[config.mk]
export PLATFORM = sky130hd
export DESIGN_NAME = serial_byte_fifo_pair
export DESIGN_NICKNAME = d
export VERILOG_FILES = /design/src/rtl/dbf_pkg.sv /design/src/rtl/dbf_fifo.sv /design/src/rtl/dbf_tx_shift.sv /design/src/rtl/dbf_rx_shift.sv /design/src/rtl/serial_byte_fifo_pair.sv
export SDC_FILE = /design/constraint.sdc
export NUM_CORES = 1
export LEC_CHECK = 0
export ABC_AREA = 1
export BUFFER_PORTS_ARGS = -buffer_cell sky130_fd_sc_hd__buf_2
export CELL_PAD_IN_SITES_DETAIL_PLACEMENT = 1
export CELL_PAD_IN_SITES_GLOBAL_PLACEMENT = 1
export CORE_MARGIN = 3
export CORE_UTILIZATION = 44
export DETAILED_ROUTE_END_ITERATION = 8
export GPL_ROUTABILITY_DRIVEN = 0
export GPL_TIMING_DRIVEN = 0
export HOLD_SLACK_MARGIN = 0.15
export PLACE_DENSITY = 0.79
export REMOVE_ABC_BUFFERS = 1
export SLEW_MARGIN = 20
export SYNTH_ARGS = -nofsm -noshare
export SYNTH_HDL_FRONTEND = slang
export SYNTH_SLANG_ARGS = --single-unit
export TNS_END_PERCENT = 10
[constraint.sdc]
create_clock -name clk -period 2.4 [get_ports clk]
set_clock_uncertainty 0.2 [all_clocks]
set_input_delay 0.48 -clock clk [delete_from_list [all_inputs] [get_ports clk]]
set_output_delay 0.48 -clock clk [all_outputs]
set_load 0.02 [all_outputs]
[src/rtl/dbf_pkg.sv]
package dbf_pkg;

  // Which side of a queue is driven by the hardware shifter.
  typedef enum logic {
    HW_POPS  = 1'b0,
    HW_PUSHES = 1'b1
  } hw_side_e;

  // Trigger rule: the receive direction fires above the threshold,
  // the transmit direction fires below it.
  function automatic logic trig_eval(input logic above,
                                     input int unsigned used,
                                     input int unsigned lvl);
    if (above) return (used > lvl);
    return (used < lvl);
  endfunction

  function automatic int unsigned ptr_inc(input int unsigned ptr,
                                          input int unsigned depth);
    if (ptr == depth - 1) return 0;
    return ptr + 1;
  endfunction

endpackage

[src/rtl/dbf_fifo.sv]
module dbf_fifo #(
  parameter int               DATA_W  = 8,
  parameter int               DEPTH   = 8,
  parameter int               LVL_W   = 4,
  parameter int               CNT_W   = $clog2(DEPTH + 1),
  parameter dbf_pkg::hw_side_e HW_SIDE = dbf_pkg::HW_POPS
) (
  input  logic              clk,
  input  logic              rst_n,
  input  logic              clear,
  input  logic              freeze,
  input  logic [LVL_W-1:0]  lvl,
  input  logic              push_req,
  input  logic [DATA_W-1:0] push_data,
  input  logic              pop_req,
  output logic [DATA_W-1:0] pop_data,
  output logic              pop_taken,
  output logic [CNT_W-1:0]  count,
  output logic              full,
  output logic              empty,
  output logic              trig,
  output logic              err
);
  import dbf_pkg::*;

  localparam int PTR_W = (DEPTH > 1) ? $clog2(DEPTH) : 1;
  localparam logic [CNT_W-1:0] FULL_CNT = CNT_W'(DEPTH);
  localparam logic ABOVE = (HW_SIDE == HW_PUSHES);

  logic [DATA_W-1:0] mem [DEPTH];
  logic [PTR_W-1:0]  wptr, rptr;
  logic [CNT_W-1:0]  count_q;
  logic              trig_q, err_q, past_ok;

  // Named events
  logic push_blk, pop_blk, err_evt, push_ok, pop_ok;

  assign full  = (count_q == FULL_CNT);
  assign empty = (count_q == '0);

  generate
    if (HW_SIDE == HW_POPS) begin : g_hw_pop
      assign push_blk = 1'b0;
      assign pop_blk  = freeze;
      assign err_evt  = push_req & full;
    end else begin : g_hw_push
      assign push_blk = freeze;
      assign pop_blk  = 1'b0;
      assign err_evt  = pop_req & empty;
    end
  endgenerate

  assign push_ok   = push_req & ~full  & ~push_blk & ~clear;
  assign pop_ok    = pop_req  & ~empty & ~pop_blk  & ~clear;
  assign pop_taken = pop_ok;
  assign pop_data  = mem[rptr];

  always_ff @(posedge clk) begin
    if (push_ok) mem[wptr] <= push_data;
  end

  always_ff @(posedge clk or negedge rst_n) begin
    if (!rst_n) begin
      wptr    <= '0;
      rptr    <= '0;
      count_q <= '0;
      err_q   <= 1'b0;
    end else if (clear) begin
      wptr    <= '0;
      rptr    <= '0;
      count_q <= '0;
      err_q   <= 1'b0;
    end else begin
      if (push_ok) wptr <= PTR_W'(ptr_inc(32'(wptr), DEPTH));
      if (pop_ok)  rptr <= PTR_W'(ptr_inc(32'(rptr), DEPTH));
      count_q <= count_q + CNT_W'(push_ok) - CNT_W'(pop_ok);
      if (err_evt) err_q <= 1'b1;
    end
  end

  // Trigger is registered from the current count and threshold.
  always_ff @(posedge clk or negedge rst_n) begin
    if (!rst_n) begin
      trig_q  <= 1'b0;
      past_ok <= 1'b0;
    end else begin
      trig_q  <= trig_eval(ABOVE, 32'(count_q), 32'(lvl));
      past_ok <= 1'b1;
    end
  end

  assign count = count_q;
  assign trig  = trig_q;
  assign err   = err_q;

  // occupancy never leaves its range
  a_r10_count_bound: assert property (@(posedge clk) disable iff (!rst_n)
    count_q <= FULL_CNT);

  // clear empties the queue and drops the flag
  a_r5_clear_empties: assert property (@(posedge clk) disable iff (!rst_n)
    clear |=> (count_q == '0) && !err_q);

  // overflow / underflow sets the sticky flag
  a_r2_err_sets: assert property (@(posedge clk) disable iff (!rst_n)
    (err_evt && !clear) |=> err_q);

  // the flag holds until a clear
  a_r2_err_holds: assert property (@(posedge clk) disable iff (!rst_n)
    (err_q && !clear) |=> err_q);

  // trigger reflects the previous cycle's count and threshold
  a_r3_r4_trig_lag: assert property (@(posedge clk) disable iff (!rst_n)
    past_ok |-> (trig_q == trig_eval(ABOVE, 32'($past(count_q)), 32'($past(lvl)))));

  generate
    if (HW_SIDE == HW_POPS) begin : g_chk_pop
      // frozen hardware pops leave the count unchanged
      a_r6_freeze_no_pop: assert property (@(posedge clk) disable iff (!rst_n)
        (freeze && !clear && !push_req) |=> $stable(count_q));
      // host writes still land while frozen
      a_r7_host_write_frozen: assert property (@(posedge clk) disable iff (!rst_n)
        (freeze && !clear && push_req && !full) |=> (count_q == $past(count_q) + 1'b1));
    end else begin : g_chk_push
      // frozen hardware pushes leave the count unchanged
      a_r6_freeze_no_push: assert property (@(posedge clk) disable iff (!rst_n)
        (freeze && !clear && !pop_req) |=> $stable(count_q));
      // host reads still drain while frozen
      a_r7_host_read_frozen: assert property (@(posedge clk) disable iff (!rst_n)
        (freeze && !clear && pop_req && !empty) |=> (count_q == $past(count_q) - 1'b1));
    end
  endgenerate

endmodule

[src/rtl/dbf_tx_shift.sv]
module dbf_tx_shift #(
  parameter int DATA_W = 8
) (
  input  logic              clk,
  input  logic              rst_n,
  input  logic              clear,
  input  logic              load,
  input  logic [DATA_W-1:0] load_data,
  input  logic              shift,
  output logic              sdo
);
  logic [DATA_W-1:0] sh_q;

  always_ff @(posedge clk or negedge rst_n) begin
    if (!rst_n)      sh_q <= '0;
    else if (clear)  sh_q <= '0;
    else if (load)   sh_q <= load_data;
    else if (shift)  sh_q <= {sh_q[DATA_W-2:0], 1'b0};
  end

  assign sdo = sh_q[DATA_W-1];

  // a load puts the byte's MSB on the line next cycle
  a_r8_load_msb: assert property (@(posedge clk) disable iff (!rst_n)
    (load && !clear) |=> (sdo == $past(load_data[DATA_W-1])));

  // clear silences the transmit line
  a_r5_clear_sdo: assert property (@(posedge clk) disable iff (!rst_n)
    clear |=> !sdo);

endmodule

[src/rtl/dbf_rx_shift.sv]
module dbf_rx_shift #(
  parameter int DATA_W = 8
) (
  input  logic              clk,
  input  logic              rst_n,
  input  logic              clear,
  input  logic              shift,
  input  logic              sdi,
  output logic              byte_done,
  output logic [DATA_W-1:0] byte_data
);
  localparam int BIT_W = $clog2(DATA_W);
  localparam logic [BIT_W-1:0] LAST_BIT = BIT_W'(DATA_W - 1);

  logic [DATA_W-1:0] sh_q;
  logic [BIT_W-1:0]  bits_q;

  assign byte_data = {sh_q[DATA_W-2:0], sdi};
  assign byte_done = shift & ~clear & (bits_q == LAST_BIT);

  always_ff @(posedge clk or negedge rst_n) begin
    if (!rst_n) begin
      sh_q   <= '0;
      bits_q <= '0;
    end else if (clear) begin
      sh_q   <= '0;
      bits_q <= '0;
    end else if (shift) begin
      sh_q   <= byte_data;
      bits_q <= (bits_q == LAST_BIT) ? '0 : bits_q + 1'b1;
    end
  end

  // completed bytes are at least a full frame apart
  a_r9_frame_gap: assert property (@(posedge clk) disable iff (!rst_n)
    byte_done |=> !byte_done);

  // clear restarts bit collection
  a_r5_clear_restart: assert property (@(posedge clk) disable iff (!rst_n)
    clear |=> (bits_q == '0));

endmodule

[src/rtl/serial_byte_fifo_pair.sv]
module serial_byte_fifo_pair #(
  parameter int DATA_W = 8,
  parameter int DEPTH  = 8,
  parameter int LVL_W  = 4,
  parameter int CNT_W  = $clog2(DEPTH + 1)
) (
  input  logic              clk,
  input  logic              rst_n,
  input  logic              tx_wr_en,
  input  logic [DATA_W-1:0] tx_wr_data,
  input  logic [LVL_W-1:0]  tx_lvl,
  input  logic              tx_clear,
  input  logic              tx_freeze,
  input  logic              tx_load,
  input  logic              tx_shift,
  output logic              tx_sdo,
  output logic [CNT_W-1:0]  tx_count,
  output logic              tx_full,
  output logic              tx_empty,
  output logic              tx_trig,
  output logic              tx_ovf,
  input  logic              rx_rd_en,
  output logic [DATA_W-1:0] rx_rd_data,
  input  logic [LVL_W-1:0]  rx_lvl,
  input  logic              rx_clear,
  input  logic              rx_freeze,
  input  logic              rx_shift,
  input  logic              rx_sdi,
  output logic [CNT_W-1:0]  rx_count,
  output logic              rx_full,
  output logic              rx_empty,
  output logic              rx_trig,
  output logic              rx_unf
);
  logic [DATA_W-1:0] tx_pop_data;
  logic              tx_pop_taken;
  logic              rx_byte_done;
  logic [DATA_W-1:0] rx_byte_data;
  logic              rx_pop_taken;

  dbf_fifo #(
    .DATA_W(DATA_W), .DEPTH(DEPTH), .LVL_W(LVL_W), .CNT_W(CNT_W),
    .HW_SIDE(dbf_pkg::HW_POPS)
  ) u_tx_q (
    .clk(clk), .rst_n(rst_n), .clear(tx_clear), .freeze(tx_freeze), .lvl(tx_lvl),
    .push_req(tx_wr_en), .push_data(tx_wr_data),
    .pop_req(tx_load), .pop_data(tx_pop_data), .pop_taken(tx_pop_taken),
    .count(tx_count), .full(tx_full), .empty(tx_empty), .trig(tx_trig), .err(tx_ovf)
  );

  dbf_tx_shift #(.DATA_W(DATA_W)) u_tx_sh (
    .clk(clk), .rst_n(rst_n), .clear(tx_clear),
    .load(tx_pop_taken), .load_data(tx_pop_data), .shift(tx_shift), .sdo(tx_sdo)
  );

  dbf_rx_shift #(.DATA_W(DATA_W)) u_rx_sh (
    .clk(clk), .rst_n(rst_n), .clear(rx_clear), .shift(rx_shift), .sdi(rx_sdi),
    .byte_done(rx_byte_done), .byte_data(rx_byte_data)
  );

  dbf_fifo #(
    .DATA_W(DATA_W), .DEPTH(DEPTH), .LVL_W(LVL_W), .CNT_W(CNT_W),
    .HW_SIDE(dbf_pkg::HW_PUSHES)
  ) u_rx_q (
    .clk(clk), .rst_n(rst_n), .clear(rx_clear), .freeze(rx_freeze), .lvl(rx_lvl),
    .push_req(rx_byte_done), .push_data(rx_byte_data),
    .pop_req(rx_rd_en), .pop_data(rx_rd_data), .pop_taken(rx_pop_taken),
    .count(rx_count), .full(rx_full), .empty(rx_empty), .trig(rx_trig), .err(rx_unf)
  );

  // the shifter is only loaded from a queue that held data
  a_r8_load_nonempty: assert property (@(posedge clk) disable iff (!rst_n)
    tx_pop_taken |-> !tx_empty && !tx_freeze);

  // a host read from an empty receive queue is never taken
  a_r2_no_empty_read: assert property (@(posedge clk) disable iff (!rst_n)
    rx_pop_taken |-> !rx_empty);

endmodule

==> results of run 1 <==
## final cells by class
type                            count  area, um^2  area share, %
Multi-Input combinational cell    411        2400           26.3
Tap cell                          220         275           3.02
Clock buffer                       19         433           4.75
Clock inverter                     13        95.1           1.04
Sequential cell                   170        4900           53.8
Timing Repair Buffer               85         674           7.40
Inverter                           83         335           3.68
## cells by family (layout without fill, tap and decap cells)
group	after synthesis	count (layout)
xor+xnor	2	2
mux	8	8
fa+ha+maj	31	31
compound gates	73	73
simple gates	297	297
buf+inv	106	200
flops	170	170
## worst paths after layout
check,startpoint,depth (start not counted),end
worst max register to register,u_tx_q.count[2]$_DFF_PN0_,11,u_tx_q.count[2]$_DFF_PN0_
worst min register to register,u_tx_sh.sh_q[3]$_DFFE_PN0P_,2,u_tx_sh.sh_q[3]$_DFFE_PN0P_
max in group asynchronous,rst_n,2,u_rx_q.rptr[0]$_DFFE_PN0P_
worst max-delay path,u_rx_q.rptr[0]$_DFFE_PN0P_,7,rx_rd_data[5]
worst min-delay path,tx_wr_data[3],1,u_tx_q.mem[5][3]$_DFFE_PP_
min in group asynchronous,rst_n,2,u_tx_q.wptr[0]$_DFFE_PN0P_
## repair_timing
action / CTS / global route
gates cloned: 1 / 0
setup buffers: 16 / 1
hold buffers: 15 / 0
setup endpoints to repair: 141 / 140
resized for setup: 57 / 32
pin swaps: 15 / 7
hold endpoints to repair: 107 / 0
## power by group
group          total [uW]  switching (uW)  internal (uW)
clock network        2470            1140           1330
logic                2290            1370            925
registers            3460             148           3310
total                8230            2660           5570
## cells in the mapped netlist
cell                       number
sky130_fd_sc_hd__inv_8          1
sky130_fd_sc_hd__nand3b_1       1
sky130_fd_sc_hd__o31ai_1        1
sky130_fd_sc_hd__a21oi_1       12
sky130_fd_sc_hd__clkinv_2       1
sky130_fd_sc_hd__fa_1           2
sky130_fd_sc_hd__o21a_1         1
sky130_fd_sc_hd__nor2_1        71
sky130_fd_sc_hd__o21ai_0       34
sky130_fd_sc_hd__nand4_1        1
sky130_fd_sc_hd__o22ai_1       15
sky130_fd_sc_hd__inv_1         74
sky130_fd_sc_hd__nand3_1       60
sky130_fd_sc_hd__o32ai_1        8
sky130_fd_sc_hd__o21ai_1        1
sky130_fd_sc_hd__clkbuf_1       1
sky130_fd_sc_hd__buf_6          9
sky130_fd_sc_hd__inv_2          4
sky130_fd_sc_hd__edfxtp_1     128
sky130_fd_sc_hd__inv_4          1
sky130_fd_sc_hd__dfrtp_1       42
sky130_fd_sc_hd__nand3_2        1
sky130_fd_sc_hd__nor2_4         3
sky130_fd_sc_hd__or2_2          3
sky130_fd_sc_hd__ha_1          29
sky130_fd_sc_hd__nand2_2        6
sky130_fd_sc_hd__clkinv_1       2
sky130_fd_sc_hd__nand2_1      150
sky130_fd_sc_hd__buf_2          7
sky130_fd_sc_hd__xnor2_1        2
sky130_fd_sc_hd__a32oi_1        1
sky130_fd_sc_hd__nand2_4        1
sky130_fd_sc_hd__mux2i_1        8
sky130_fd_sc_hd__buf_4          6
## routing by layer
layer  track usage, %  vias up
met2             39.7      129
met4             7.15        0
met1             25.2     2590
met3             4.05       32
li1                 -     2489
met5                0        -
## metrics by stage
stage               setup slack [ns]  std cells  total power (uW)  util, %
detailed placement            -0.372        936              5300     47.5
finish                       -0.0868       1001              8230     54.6
floorplan                    -0.0738        664              4680        -
global placement              -0.757        936              5150     47.5
CTS                           -0.148       1000              8220     53.7
global route                  -0.193       1001              8670     54.6
## registers in the layout, indices dropped and copies added (netlist names)
signal and cells:
u_rx_q.err 1, u_tx_sh.sh_q 8, u_rx_sh.bits_q 3, u_tx_q.err 1, u_tx_q.wptr 3, u_rx_sh.sh_q 7, u_rx_q.wptr 3, u_tx_q.count 4
u_tx_q.rptr 3, u_rx_q.mem 64, u_tx_q.trig 1, u_rx_q.trig 1, u_rx_q.count 4, u_tx_q.mem 64, u_rx_q.rptr 3
## worst max-delay path, cell delays in order, from the launching register on
cell and delay [ns]:
sky130_fd_sc_hd__dfrtp_4 0.49, sky130_fd_sc_hd__buf_12 0.16, sky130_fd_sc_hd__buf_6 0.13, sky130_fd_sc_hd__mux2i_2 0.21
sky130_fd_sc_hd__o22ai_2 0.10, sky130_fd_sc_hd__nand2_1 0.10, sky130_fd_sc_hd__nand2_1 0.08, sky130_fd_sc_hd__buf_6 0.13
==> parameters.txt, run 1 <==
Parameter                              Value

Outcome
  Run status    finished, violations left
  Violated checks    setup timing

Final layout
  Relative area change from synthesis to final layout    20.2%
  Final antenna diode count    0
  Leading cell types in the layout, fill and taps excluded    147 x sky130_fd_sc_hd__nand2_1, 128 x sky130_fd_sc_hd__edfxtp_1, 70 x sky130_fd_sc_hd__inv_1
  Ratio of cells with drive above 1 in the final layout    20.9%
  Finished layout cell area    9110 um^2
  # nets final    827
  Most frequent standard cell in the layout excluding fill and tap cells    sky130_fd_sc_hd__nand2_1
  Fill cell count    1,785

Hold path
  Hold Path Class    input pin to register

Global routing
  Overall overflow remaining after global route    0
  Number of antenna violations at the first check in global routing    0
  Maximum number of pins on one net before global-route repair    43
  Via count of the first global-routing pass    between 5k and 6k
  Overall track demand over capacity in global routing    21.5%
  Wire length of the first global-routing pass    30,600 um

Detailed routing
  Wire length on met1    7730 um
  Avg Vias per Cell    around 5.2
  Via count of the routed design    approximately 5.2k
  Total wire length    19,100 um
  DR WL met2    10,300 um
  Count of TritonRoute iterations in the first routing pass    4
  Post-detailed-route wirelength per cell    19.0 um
  Detail Route Antenna Nets    0
  DR WL met3    655 um
  Highest signal layer in the routed design    met4
  Remaining DRCs    0
  Iter 0 DRT Violations    183

Clock tree
  Clock edge transition at the registers on the reported setup and hold paths    ~0.070 ns
  Clock Root Buffer    sky130_fd_sc_hd__clkbuf_16
  Max H-tree Level    4
  Number of CTS-inserted buffers    17
  Clock Sinks    between 150 and 200
  Clock tree from TritonCTS    yes
  Worst-Skew Late Latency    0.43 ns
  Maximum clock path buffer count    2

Yosys
  Share of the synthesized netlist area taken by xor and xnor gates    less than 1%
  Fraction of the yosys area taken by sequential cells    64.6%
  Compound-Gate Fraction of Synth Area    ~5.6%
  Synthesis-stage register bit count    170
  Fraction of the mapped netlist area in simple logic gates    16.6%
  Cell types with the largest area share after synthesis    sky130_fd_sc_hd__edfxtp_1 51%, sky130_fd_sc_hd__dfrtp_1 14%, sky130_fd_sc_hd__nand2_1 7.4%, sky130_fd_sc_hd__ha_1 4.8%, sky130_fd_sc_hd__nand3_1 4.0%
  Post-synthesis adder-cell area fraction    5.31%
  Largest area contributor in the synthesized netlist    sky130_fd_sc_hd__edfxtp_1
  YS warnings    0
  Share of the synthesized area in the top cell type    between 50% and 60%
  Mux contribution to synthesized area    1.06%
  Cell count after synthesis    between 600 and 700
  Number of different library cells in the post-synthesis netlist    34
  Post-synthesis cell area    7580 um^2
  Main combinational cell family by area after synthesis    simple AND/OR/NAND/NOR gates
  Mean Syn Cell Area    11.0 um^2

Place
  Placed wire-length estimate after detailed placement    12,000 um
  Number of buffers inserted by port buffering    52
  Placement Cell Area    ~7900 um^2

Critical path
  Critical path arrival    1.81 ns
  Critical setup path kind    register to output port
  R2R Setup Slk    ~0.040 ns
  Required time reported for the critical path endpoint    around 1.7 ns
  CP max FO    8
  Worst setup SP type    register
  Element type at the critical path end    output port

Floorplanning
  Area enclosed by the die boundary    approximately 19,000 um^2
  Number of standard-cell rows in the floorplan    47
  Die outline height    between 100 and 150 um
  I/O Pins    53
  Effective utilization at floorplan    45.4%
  Core Box Area    16,700 um^2
  Die X-Extent    137 um

STA
  Total negative slack    -0.533 ns
  Timing-limited maximum frequency    402 MHz
  Minimum clock period after layout    2.49 ns
  Endpoints failing hold    0
  Crit path setup slack, layout    -0.0868 ns
  Rel. slew slack    35.9%
  Fin Hold WS    ~0.17 ns
  Final period utilization    104%
  Worst Max-Slew Pin Slew    between 0.9 and 1 ns
  Final count of pins violating max slew    0
  Total of endpoints with negative setup slack in the final report    8
  RSZ-0062 raised after global routing    yes

Run
  Count of maximum capacitance violations    0

Power and ir drop
  Worst vdd rail ir drop    0.000519 V
  Power per unit of standard cell area    903 nW/um^2
  Leakage    0.00378 uW
(Power assumes the default switching activity.)
==> run 2, diff against run 1 <==
--- a/config.mk
+++ b/config.mk
@@ -10,12 +10,13 @@
 export CELL_PAD_IN_SITES_DETAIL_PLACEMENT = 1
 export CELL_PAD_IN_SITES_GLOBAL_PLACEMENT = 1
 export CORE_MARGIN = 3
-export CORE_UTILIZATION = 44
+export CORE_UTILIZATION = 45
+export CTS_BUF_LIST = sky130_fd_sc_hd__clkbuf_8
 export DETAILED_ROUTE_END_ITERATION = 8
 export GPL_ROUTABILITY_DRIVEN = 0
 export GPL_TIMING_DRIVEN = 0
 export HOLD_SLACK_MARGIN = 0.15
-export PLACE_DENSITY = 0.79
+export PLACE_DENSITY = 0.81
 export REMOVE_ABC_BUFFERS = 1
 export SLEW_MARGIN = 20
 export SYNTH_ARGS = -nofsm -noshare
==> run 2 against run 1 <==
  * The flow still finishes with violations (setup timing)
  * Power decreased by 7.3%
  * Hold slack better by 0.017 ns
  * Non-clock buffer count is 4 lower
  * Die area down 2.1%
  * Core utilization rose by 0.65 points
  * Global-route usage fell by 0.47 points
  * Flip-flop and latch count stayed put
  * Clock-buffer cell count decreased by 2
  * Critical path depth is the same
  * Highest routed layer unchanged
  * Wire length shrank 3.0%
  * Combinational power decreased by 6%
==> parameters.txt, run 2 (synthesized netlist as in run 1, its figures left out) <==
Parameter                              Value

Final layout
  Fill cell count    1,721 (-3.6%)
  Ratio of cells with drive above 1 in the final layout    19.8% (-1.1 points)
  # nets final    824 (-0.36%)
  Utilization after layout    55.2% (+0.65 points)
  Registers with the highest flip-flop counts    u_rx_q.mem x64, u_tx_q.mem x64, u_tx_sh.sh_q x8
  Relative area change from synthesis to final layout    17.8%
  Final antenna diode count    0 (unchanged)
  Multi-input gate area in the final layout    2360 um^2 (-1.5%)
  Most frequent standard cell in the layout excluding fill and tap cells    sky130_fd_sc_hd__nand2_1
  Finished layout cell area    8930 um^2 (-2.0%)
  Footprint of the flip-flops and latches    4900 um^2 (unchanged)
  Leading cell types in the layout, fill and taps excluded    147 x sky130_fd_sc_hd__nand2_1, 128 x sky130_fd_sc_hd__edfxtp_1, 71 x sky130_fd_sc_hd__inv_1

Clock tree
  Clock edge transition at the registers on the reported setup and hold paths    0.09 ns (+0.02 ns)
  Clock tree from TritonCTS    yes
  Number of CTS-inserted buffers    17 (unchanged)
  Maximum clock path buffer count    2 (unchanged)
  Clock Sinks    170 (unchanged)
  Clock Root Buffer    sky130_fd_sc_hd__clkbuf_8
  Worst-Skew Late Latency    0.45 ns (+0.02 ns)
  Max H-tree Level    4 (unchanged)

Floorplanning
  I/O Pins    53 (unchanged)
  Core Box Area    16,200 um^2 (-3.2%)
  Effective utilization at floorplan    46.9% (+1.5 points)
  Area enclosed by the die boundary    18,400 um^2 (-2.1%)
  Number of standard-cell rows in the floorplan    46 (-2.1%)
  Die X-Extent    136 um (-1.1%)
  Die outline height    136 um (-1.1%)

Global routing
  Wire length of the first global-routing pass    29,800 um (-2.7%)
  Number of antenna violations at the first check in global routing    0 (unchanged)
  Overall overflow remaining after global route    0 (unchanged)
  Maximum number of pins on one net before global-route repair    43 (unchanged)
  Via count of the first global-routing pass    5,737 (-2.2%)
  Overall track demand over capacity in global routing    21.1% (-0.47 points)

STA
  Crit path setup slack, layout    -0.165 ns (-0.0787 ns)
  RSZ-0062 raised after global routing    yes
  Final period utilization    107% (+3.3 points)
  Worst Max-Slew Pin Slew    0.846 ns (-0.116 ns)
  Rel. slew slack    43.6% (+7.7 points)
  Total negative slack    -0.980 ns (-0.447 ns)
  Final count of pins violating max slew    0 (unchanged)
  Endpoints failing hold    0 (unchanged)
  Total of endpoints with negative setup slack in the final report    8 (unchanged)
  Minimum clock period after layout    2.57 ns (+0.0787 ns)
  Timing-limited maximum frequency    390 MHz (-3.1%)

Critical path
  Worst setup SP type    register
  Slowest stage cell on the critical path    sky130_fd_sc_hd__dfrtp_4
  Max stage delay on crit path    0.51 ns (+0.02 ns)
  Critical setup path kind    register to output port
  Element type at the critical path end    output port
  Path depth of the worst reg2reg path    11 (unchanged)
  CP max FO    8 (unchanged)
  Critical path arrival    1.89 ns (+0.08 ns)
  Required time reported for the critical path endpoint    1.72 ns (about the same)
  Cell-by-cell trace of the critical path    buf_12, buf_12, mux2i_2, o22ai_2, nand2_1, nand2_1, buf_4

Hold path
  Worst hold stages    3 (+2)
  Hold Path Class    input pin to register

Detailed routing
  Post-detailed-route wirelength per cell    18.6 um (-2.3%)
  Detail Route Antenna Nets    0 (unchanged)
  Total wire length    18,500 um (-3.0%)
  Via count of the routed design    5,201 (-0.74%)
  Avg Vias per Cell    5.23 (about the same)
  Remaining DRCs    0 (unchanged)
  Count of TritonRoute iterations in the first routing pass    4 (unchanged)
  Iter 0 DRT Violations    245 (+34%)

Outcome
  Run status    finished, violations left
  Violated checks    setup timing

Power and ir drop
  Worst vdd rail ir drop    0.000415 V (-20%)
  Power per unit of standard cell area    854 nW/um^2 (-5.4%)
  Leakage    0.00369 uW (-2.4%)
  Power consumption    7630 uW (-7.3%)

Place
  Post-place setup slack    -0.382 ns (-0.0107 ns)
  Placement Cell Area    7930 um^2 (about the same)
  Placed wire-length estimate after detailed placement    11,800 um (-1.6%)
  Number of buffers inserted by port buffering    52 (unchanged)

Run
  Count of maximum capacitance violations    0 (unchanged)
[run 2: critical path: cells and delay by family (launching register included)]
| kind | cells | cell delay [ns] |
|---|---|---|
| simple gates | 2 | 0.17 |
| flops | 1 | 0.51 |
| compound gates | 1 | 0.10 |
| mux | 1 | 0.21 |
| buf+inv | 3 | 0.45 |
[run 2: layout make-up]
class / instances / share of cell area (%)
timing repair buffer: 81 / 7.41
clock buffer: 17 / 2.62
multi-input combinational: 411 / 26.5
tap: 216 / 3.03
clock inverter: 15 / 1.74
sequential: 170 / 54.9
timing repair inverter: 1 / 0.0981
inverter: 83 / 3.75
[run 2: power by group]
part           switching [uW]  internal [uW]  total [uW]
Clock                    1130            861        1990
Combinational            1300            857        2150
Sequential                176           3310        3480
Total                    2610           5030        7630
[run 2: repair_timing]
action	4_1_cts	5_1_grt
gates cloned	2	0
endpoints found under the hold margin	127	0
buffers inserted	7	3
gates resized for setup	45	40
pin swaps	2	8
endpoints found under the setup margin	141	141
hold buffers	18	0
[run 2: routing by layer]
metal | share of wire [%] | global-route usage, % | vias up
met1 | 41 | 24.4 | 2608
met4 | 1.5 | 6.27 | 0
met2 | 54 | 39.4 | 92
li1 | - | - | 2482
met3 | 3.2 | 4.09 | 19
met5 | 0 | 0 | -
[run 2: per-stage QoR]
stage,hold slack (ns),std cells
floorplan,-0.0156,664
global placement,0.263,932
detailed placement,0.276,932
CTS,0.151,991
global route,0.166,994
finish,0.185,994
[run 2: path summary, 6_finish.rpt]
check | start | end | slack (ns)
worst max-delay path | u_rx_q.rptr[0]$_DFFE_PN0P_ | rx_rd_data[0] | -0.17
worst min-delay path | rx_lvl[0] | u_rx_q.trig$_DFF_PN0_ | 0.18
worst max register to register | u_rx_q.count[2]$_DFF_PN0_ | u_rx_q.count[2]$_DFF_PN0_ | 0.06
worst min register to register | u_tx_sh.sh_q[3]$_DFFE_PN0P_ | u_tx_sh.sh_q[3]$_DFFE_PN0P_ | 0.29
max in group asynchronous | rst_n | u_rx_q.rptr[0]$_DFFE_PN0P_ | 1.19
min in group asynchronous | rst_n | u_tx_q.wptr[2]$_DFFE_PN0P_ | 0.37
